===== src/rtl/sfx_pkg.sv =====
package sfx_pkg;
  parameter int unsigned DATA_W_DEF   = 8;
  parameter int unsigned DEPTH_DEF    = 8;
  parameter int unsigned SCK_HALF_DEF = 8;

  typedef enum logic {CLK_INT = 1'b0, CLK_EXT = 1'b1} clk_src_e;
endpackage


===== src/rtl/sfx_sync.sv =====
module sfx_sync #(
  parameter int unsigned WIDTH   = 1,
  parameter logic [WIDTH-1:0] RST_VAL = '0
) (
  input  logic             clk_i,
  input  logic             rst_ni,
  input  logic [WIDTH-1:0] d_i,
  output logic [WIDTH-1:0] q_o
);
  logic [WIDTH-1:0] meta_q, sync_q;

  always_ff @(posedge clk_i or negedge rst_ni) begin
    if (!rst_ni) begin
      meta_q <= RST_VAL;
      sync_q <= RST_VAL;
    end else begin
      meta_q <= d_i;
      sync_q <= meta_q;
    end
  end

  assign q_o = sync_q;
endmodule


===== src/rtl/sfx_clkgen.sv =====
module sfx_clkgen #(
  parameter int unsigned HALF = 8,
  localparam int unsigned CW = $clog2(HALF + 1)
) (
  input  logic clk_i,
  input  logic rst_ni,
  input  logic run_i,
  output logic sck_o,
  output logic rise_o,
  output logic fall_o
);
  logic [CW-1:0] cnt_q;
  logic          sck_q;
  logic          toggle;

  assign toggle = run_i && (cnt_q == CW'(HALF - 1));

  always_ff @(posedge clk_i or negedge rst_ni) begin
    if (!rst_ni) begin
      cnt_q <= '0;
      sck_q <= 1'b1;
    end else if (!run_i) begin
      cnt_q <= '0;
      sck_q <= 1'b1;
    end else if (toggle) begin
      cnt_q <= '0;
      sck_q <= ~sck_q;
    end else begin
      cnt_q <= cnt_q + CW'(1);
    end
  end

  assign sck_o  = sck_q;
  assign rise_o = toggle && !sck_q;
  assign fall_o = toggle && sck_q;
endmodule


===== src/rtl/sfx_buffer.sv =====
module sfx_buffer #(
  parameter int unsigned DATA_W = 8,
  parameter int unsigned DEPTH  = 8,
  localparam int unsigned AW = $clog2(DEPTH)
) (
  input  logic              clk_i,
  input  logic              rst_ni,
  input  logic              host_we_i,
  input  logic [AW-1:0]     host_addr_i,
  input  logic [DATA_W-1:0] host_wdata_i,
  output logic [DATA_W-1:0] host_rdata_o,
  input  logic              eng_we_i,
  input  logic [AW-1:0]     eng_widx_i,
  input  logic [DATA_W-1:0] eng_wdata_i,
  input  logic [AW-1:0]     eng_ridx_i,
  output logic [DATA_W-1:0] eng_rdata_o
);
  logic [DATA_W-1:0] mem_q [DEPTH];

  for (genvar g = 0; g < DEPTH; g++) begin : g_entry
    always_ff @(posedge clk_i or negedge rst_ni) begin
      if (!rst_ni) begin
        mem_q[g] <= '0;
      end else if (eng_we_i && eng_widx_i == AW'(g)) begin
        mem_q[g] <= eng_wdata_i;
      end else if (host_we_i && host_addr_i == AW'(g)) begin
        mem_q[g] <= host_wdata_i;
      end
    end
  end

  assign host_rdata_o = mem_q[host_addr_i];
  assign eng_rdata_o  = mem_q[eng_ridx_i];

  p_single_writer_r2: assert property (@(posedge clk_i) disable iff (!rst_ni)
    !(host_we_i && eng_we_i));
endmodule


===== src/rtl/sfx_burst_port.sv =====
module sfx_burst_port
  import sfx_pkg::*;
#(
  parameter int unsigned DATA_W   = DATA_W_DEF,
  parameter int unsigned DEPTH    = DEPTH_DEF,
  parameter int unsigned SCK_HALF = SCK_HALF_DEF,
  localparam int unsigned AW = $clog2(DEPTH),
  localparam int unsigned BW = $clog2(DATA_W)
) (
  input  logic              clk_i,
  input  logic              rst_ni,
  input  logic              host_we_i,
  input  logic [AW-1:0]     host_addr_i,
  input  logic [DATA_W-1:0] host_wdata_i,
  output logic [DATA_W-1:0] host_rdata_o,
  input  logic              start_i,
  input  logic [AW-1:0]     len_i,
  input  logic              ext_clk_i,
  input  logic              cs_mode_i,
  output logic              busy_o,
  output logic              done_o,
  output logic              sck_o,
  output logic              sck_oe_o,
  input  logic              sck_i,
  output logic              sdo_o,
  output logic              sdo_oe_o,
  input  logic              sdi_i,
  input  logic              cs_ni
);
  clk_src_e          cfg_src_q;
  logic              cfg_cs_q;
  logic              busy_q, done_q, load_pend_q, sck_prev_q;
  logic [AW-1:0]     byte_idx_q, last_idx_q;
  logic [BW-1:0]     bit_cnt_q;
  logic [DATA_W-1:0] tx_sh_q, rx_sh_q;

  logic              sck_s, sdi_s, cs_n_s, cs_low_s;
  logic              is_ext, gate_ok, run, abort, start_go;
  logic              m_sck, m_rise, m_fall, s_rise, s_fall, rise_ev, fall_ev;
  logic              sample_bit, byte_end, last_byte, host_we_g;
  logic [DATA_W-1:0] rx_next, eng_rdata;
  logic [AW-1:0]     eng_ridx;

  sfx_sync #(.WIDTH(3), .RST_VAL(3'b111)) u_sync (
    .clk_i (clk_i),
    .rst_ni(rst_ni),
    .d_i   ({sck_i, sdi_i, cs_ni}),
    .q_o   ({sck_s, sdi_s, cs_n_s})
  );

  assign is_ext   = (cfg_src_q == CLK_EXT);
  assign cs_low_s = !cs_n_s;
  assign gate_ok  = !cfg_cs_q || cs_low_s;
  assign run      = busy_q && gate_ok;
  assign abort    = busy_q && cfg_cs_q && !cs_low_s;
  assign start_go = start_i && !busy_q;

  sfx_clkgen #(.HALF(SCK_HALF)) u_clkgen (
    .clk_i (clk_i),
    .rst_ni(rst_ni),
    .run_i (run && !is_ext),
    .sck_o (m_sck),
    .rise_o(m_rise),
    .fall_o(m_fall)
  );

  assign s_rise  = sck_s && !sck_prev_q;
  assign s_fall  = !sck_s && sck_prev_q;
  assign rise_ev = run && (is_ext ? s_rise : m_rise);
  assign fall_ev = run && (is_ext ? s_fall : m_fall);

  assign sample_bit = is_ext ? sdi_s : sdi_i;
  assign rx_next    = {rx_sh_q[DATA_W-2:0], sample_bit};
  assign byte_end   = rise_ev && (bit_cnt_q == BW'(DATA_W - 1));
  assign last_byte  = (byte_idx_q == last_idx_q);
  assign host_we_g  = host_we_i && !busy_q && !start_i;
  assign eng_ridx   = start_go ? '0 : byte_idx_q;

  sfx_buffer #(.DATA_W(DATA_W), .DEPTH(DEPTH)) u_buf (
    .clk_i       (clk_i),
    .rst_ni      (rst_ni),
    .host_we_i   (host_we_g),
    .host_addr_i (host_addr_i),
    .host_wdata_i(host_wdata_i),
    .host_rdata_o(host_rdata_o),
    .eng_we_i    (byte_end),
    .eng_widx_i  (byte_idx_q),
    .eng_wdata_i (rx_next),
    .eng_ridx_i  (eng_ridx),
    .eng_rdata_o (eng_rdata)
  );

  always_ff @(posedge clk_i or negedge rst_ni) begin
    if (!rst_ni) begin
      cfg_src_q   <= CLK_INT;
      cfg_cs_q    <= 1'b0;
      busy_q      <= 1'b0;
      done_q      <= 1'b0;
      load_pend_q <= 1'b0;
      sck_prev_q  <= 1'b1;
      byte_idx_q  <= '0;
      last_idx_q  <= '0;
      bit_cnt_q   <= '0;
      tx_sh_q     <= '0;
      rx_sh_q     <= '0;
    end else begin
      sck_prev_q <= sck_s;
      done_q     <= 1'b0;
      if (start_go) begin
        cfg_src_q   <= ext_clk_i ? CLK_EXT : CLK_INT;
        cfg_cs_q    <= cs_mode_i;
        busy_q      <= 1'b1;
        last_idx_q  <= (len_i == '0) ? AW'(DEPTH - 1) : len_i - AW'(1);
        byte_idx_q  <= '0;
        bit_cnt_q   <= '0;
        load_pend_q <= 1'b0;
        tx_sh_q     <= eng_rdata;
        rx_sh_q     <= '0;
      end else if (abort) begin
        // partial byte dropped; same entry restarts from its MSB
        bit_cnt_q   <= '0;
        load_pend_q <= 1'b0;
        tx_sh_q     <= eng_rdata;
        rx_sh_q     <= '0;
      end else if (rise_ev) begin
        rx_sh_q <= rx_next;
        if (byte_end) begin
          bit_cnt_q <= '0;
          if (last_byte) begin
            busy_q <= 1'b0;
            done_q <= 1'b1;
          end else begin
            byte_idx_q  <= byte_idx_q + AW'(1);
            load_pend_q <= 1'b1;
          end
        end else begin
          bit_cnt_q <= bit_cnt_q + BW'(1);
        end
      end else if (fall_ev) begin
        if (bit_cnt_q != '0) begin
          tx_sh_q <= {tx_sh_q[DATA_W-2:0], 1'b0};
        end else if (load_pend_q) begin
          tx_sh_q     <= eng_rdata;
          load_pend_q <= 1'b0;
        end
      end
    end
  end

  assign busy_o   = busy_q;
  assign done_o   = done_q;
  assign sck_o    = m_sck;
  assign sdo_o    = tx_sh_q[DATA_W-1];
  assign sdo_oe_o = !cfg_cs_q || !cs_ni;
  assign sck_oe_o = !is_ext && (!cfg_cs_q || !cs_ni);

  p_done_pulse_r10: assert property (@(posedge clk_i) disable iff (!rst_ni)
    done_o |=> !done_o);

  p_done_idle_r3: assert property (@(posedge clk_i) disable iff (!rst_ni)
    done_o |-> !busy_o);

  p_sdo_on_fall_r4: assert property (@(posedge clk_i) disable iff (!rst_ni)
    (!is_ext && !cfg_cs_q && busy_q && $past(busy_q) && !$stable(sdo_o)) |-> $fell(sck_o));

  p_idle_sck_high_r5: assert property (@(posedge clk_i) disable iff (!rst_ni)
    !busy_o |-> sck_o);

  p_pause_sck_high_r8: assert property (@(posedge clk_i) disable iff (!rst_ni)
    (busy_q && cfg_cs_q && !cs_low_s) |=> sck_o);

  p_wr_in_range_r6: assert property (@(posedge clk_i) disable iff (!rst_ni)
    byte_end |-> (byte_idx_q <= last_idx_q));
endmodule


===== config.mk =====
export PLATFORM = sky130hd
export DESIGN_NAME = sfx_burst_port
export DESIGN_NICKNAME = d
export VERILOG_FILES = /design/src/rtl/sfx_pkg.sv /design/src/rtl/sfx_sync.sv /design/src/rtl/sfx_clkgen.sv /design/src/rtl/sfx_buffer.sv /design/src/rtl/sfx_burst_port.sv
export SDC_FILE = /design/constraint.sdc
export NUM_CORES = 1
export LEC_CHECK = 0
export BUFFER_PORTS_ARGS = -buffer_cell sky130_fd_sc_hd__buf_2
export CORE_MARGIN = 4
export CORE_UTILIZATION = 52
export DETAILED_ROUTE_END_ITERATION = 8
export MAX_ROUTING_LAYER = met4
export PLACE_DENSITY = 0.73
export SKIP_LAST_GASP = 1
export SYNTH_ARGS = -nofsm -noshare
export SYNTH_HDL_FRONTEND = slang
export SYNTH_SLANG_ARGS = --single-unit

===== constraint.sdc =====
create_clock -name clk_i -period 2.1 [get_ports clk_i]
set_input_delay 0.105 -clock clk_i [delete_from_list [all_inputs] [get_ports clk_i]]
set_output_delay 0.105 -clock clk_i [all_outputs]
set_load 0.02 [all_outputs]

==> reports/qor.txt <==
largest net degree at the start of global routing: 72
CP endpoint: u_buf.mem_q[11]$_DFFE_PN0P_
vias in the first global route: 4860
Die Ht: 116 µm
Worst Hold Class: input pin to register
syn nets: 635
Post-synth EDFFs: 0
pwr dens: 1010 mW/mm²
initial DRC count: 451
final setup violating endpoints: 0
Antenna Nets Post-Route: 0
post-DR wirelength/cell: 20.3 µm
CTS Sinks: 105
CTS Buf Count: 9
Setup Buffers After CTS: 0
Critical Path Source Type: register
I/O pin cnt: 37
row count: 39
sequential area share after synthesis: 43.4%
clk slew on worst S/H paths: 0.07 ns
area grow syn2layout: 14.3%
clock share of power: 23.5%
H-Tree Depth: 3
Final period util: 96.3%
CP Max Fanout: 16
Max-Cap Viols: 0
drt first pass iters: 6
Core Area: 0.0114 mm²
final core occ: 60.8%
skew final: 0.00950 ns
Clock Latency Late Sink: 0.36 ns
Post-DP HPWL: 12000 µm
Syn Area/Cell: 10.1 µm²
status: complete, no violations
CTS tree: built
RD Place Congestion: 0.954
internal power: 4.39 mW
sw frac: 37.5%
WS Path Type: register to register
slowest stage delay, CP: 0.58 ns
fmax: 494 MHz
crit path capture type: register
reg2reg setup slack: 0.08 ns
Clock Tree Root: clkbuf_16
# nets final: 681
Slew Limit Fails: 0
Slew @ Worst Pin: 0.583 ns
cell with the largest stage delay on the worst path: or4_1
Syn Std Cell Area: 0.00608 mm²
Reg-to-Reg End: u_buf.mem_q[11]$_DFFE_PN0P_
Fill cells: 937
Most used DFF post-synth: dfrtp_1
P_sw: 2.64 mW
initial core utilization: 53.2%
CTS Buffer Depth: 2
via count: 4921
Synth Register Bits: 105
async set-reset flop share out of synthesis: 100%
drt drc: 0
share of cells above drive strength 1: 24.9%
CP Launch Point: busy_o$_DFFE_PN0P_
first-pass GRT wire length: 26100 µm
IO buf count: 36
Ys Warns: 0
combinational share of power: 35.4%
initial antenna violation count: 0
Fin Setup TNS: 0 ns
die span in x: 116 µm
Netlist cell types: 51
FF-to-FF Start: busy_o$_DFFE_PN0P_
P_leak: 3.33 nW
Max VDD drop: 703 µV
GRT overflow: 0
minimum clock period: 2.02 ns
Power Total: 7.04 mW
CP cell instances: a21bo_2, a21o_1, or4_1, buf_4, nor2_1, a21oi_1
Req. time, crit path: 2.34 ns
Die ar.: 0.0135 mm²
GRT Total Usage: 26.3%
unrepaired setup endpoints after global routing: no
Vias/cell: 6.20
Syn Inst Count: 600
n_diodes: 0
DRT Wirelength: 16100 µm
Hold Fails Final Rpt: 0
arrival time worst endpoint: 2.26 ns
Relative slew margins: 61.1%
reg2reg path depth: 6
Seq pwr share: 41.1%
-- critical path, delay by kind of cell (launching register included) --
kind                   cells  cell delay (ns)
buffers and inverters      1             0.22
AOI/OAI and AO/OA          3             0.57
DFF                        1             0.43
and+or+nand+nor            2             0.68
-- per-layer routing --
metal / part of all wire [%] / GRT usage (%)
met2: 48 / 40.4
met3: 7.1 / 4.61
met5: 0 / -
met1: 43 / 35.2
met4: 2.7 / 10.1
-- stage by stage --
| stage | setup slack [ns] | area (µm²) | cells | hold slack, ns |
|---|---|---|---|---|
| final | 0.0772 | 6950 | 794 | 0.112 |
| after global routing | 0.0115 | 6950 | 794 | 0.139 |
| after floorplan | 0.0384 | 6080 | 600 | -0.191 |
| after global placement | 0.0907 | 6570 | 771 | 0.0865 |
| after CTS | 0.0222 | 6930 | 794 | 0.105 |
| after detailed placement | 0.0417 | 6570 | 771 | 0.0918 |
-- worst min-delay path by stage --
stage,start,to,slack [ns],cells after the start
after detailed placement,rst_ni,u_buf.mem_q[8]$_DFFE_PN0P_,0.09,1
after global placement,rst_ni,u_buf.mem_q[0]$_DFFE_PN0P_,0.09,1
final,host_wdata_i[2],u_buf.mem_q[34]$_DFFE_PN0P_,0.11,2
after CTS,host_wdata_i[1],u_buf.mem_q[1]$_DFFE_PN0P_,0.10,3
after floorplan,rst_ni,bit_cnt_q[0]$_DFFE_PN0P_,-0.19,0
after global routing,host_wdata_i[5],u_buf.mem_q[37]$_DFFE_PN0P_,0.14,2
-- final cells by class --
cell class	count	area (µm²)	area share, %
Clock inverter	4	26.3	0.378
Timing Repair Buffer	85	606	8.72
Clock buffer	12	267	3.84
Inverter	19	71.3	1.03
Tap cell	143	179	2.58
Sequential cell	105	2640	38.0
Multi-Input combinational cell	426	3160	45.5
-- synth_stat cells, types with 3 or more instances --
cell,n,area (µm²)
a21o_1,3,22.5
a21oi_1,33,165
a221o_1,8,80.1
a22oi_1,7,52.6
a31oi_1,9,56.3
and2_1,9,56.3
and3_1,4,25.0
buf_1,8,30.0
buf_2,15,75.1
buf_6,3,33.8
clkbuf_1,24,90.1
dfrtp_1,97,2430
dfstp_2,8,210
ha_1,12,150
inv_1,19,71.3
mux2_2,25,282
mux2i_1,45,450
mux4_2,23,518
nand2_1,88,330
nand2b_1,3,18.8
nand3_1,11,55.1
nor2_1,55,206
nor2b_1,5,31.3
nor3_1,4,20.0
nor4_2,3,37.5
o211a_1,6,60.1
o21ai_0,23,115
o21ai_1,6,30.0
o221ai_1,7,61.3
o31ai_1,8,60.1
or4_1,3,22.5
xor2_1,3,26.3
-- kinds of logic (layout without fill, tap and decap cells) --
kind of cell | Yosys count | count (layout) | share of synthesized area, %
fa+ha+maj | 12 | 12 | 2.47
compound gates | 123 | 123 | 13.4
mux | 93 | 93 | 20.6
buf+inv | 69 | 120 | 4.94
xor+xnor | 5 | 5 | 0.720
simple gates | 193 | 193 | 14.5
flops | 105 | 105 | 43.4
-- power by group through the flow --
stage	clock network [mW]	registers (mW)	logic, mW
3_3_place_gp	0	2.87	2.37
4_1_cts	1.68	2.87	2.47
2_1_floorplan	0	2.67	1.79
3_5_place_dp	0	2.90	2.44
6_report	1.65	2.89	2.49
5_1_grt	1.78	2.94	2.74
-- cell usage in the layout (no fill, tap or decap), drive strengths merged, types with 12 or more instances in the layout --
master | netlist | layout
ha | 12 | 12
nor2 | 55 | 55
inv | 19 | 19
buf | 26 | 78
a21oi | 34 | 34
mux4 | 23 | 23
o21ai | 29 | 29
clkbuf | 24 | 12
mux2 | 25 | 25
nand2 | 88 | 88
dfrtp | 97 | 97
mux2i | 45 | 45
-- registers in the layout, indices dropped and copies added, names as in the netlist --
register and flops:
u_clkgen.cnt_q 4, u_buf.mem_q 64, rx_sh_q 7, busy_o 1, last_idx_q 3, load_pend_q 1, u_sync.q_o 3, u_clkgen.sck_o 1
cfg_src_q 1, u_sync.meta_q 3, tx_sh_q 8, done_o 1, cfg_cs_q 1, bit_cnt_q 3, sck_prev_q 1, byte_idx_q 3
-- timing repair --
item | 4_1_cts | 5_1_grt
endpoints found under the hold margin | 32 | 0
hold buffers | 7 | 0
setup endpoints to repair | 0 | 36
resized for setup | 0 | 5
(Power assumes the default switching activity.)
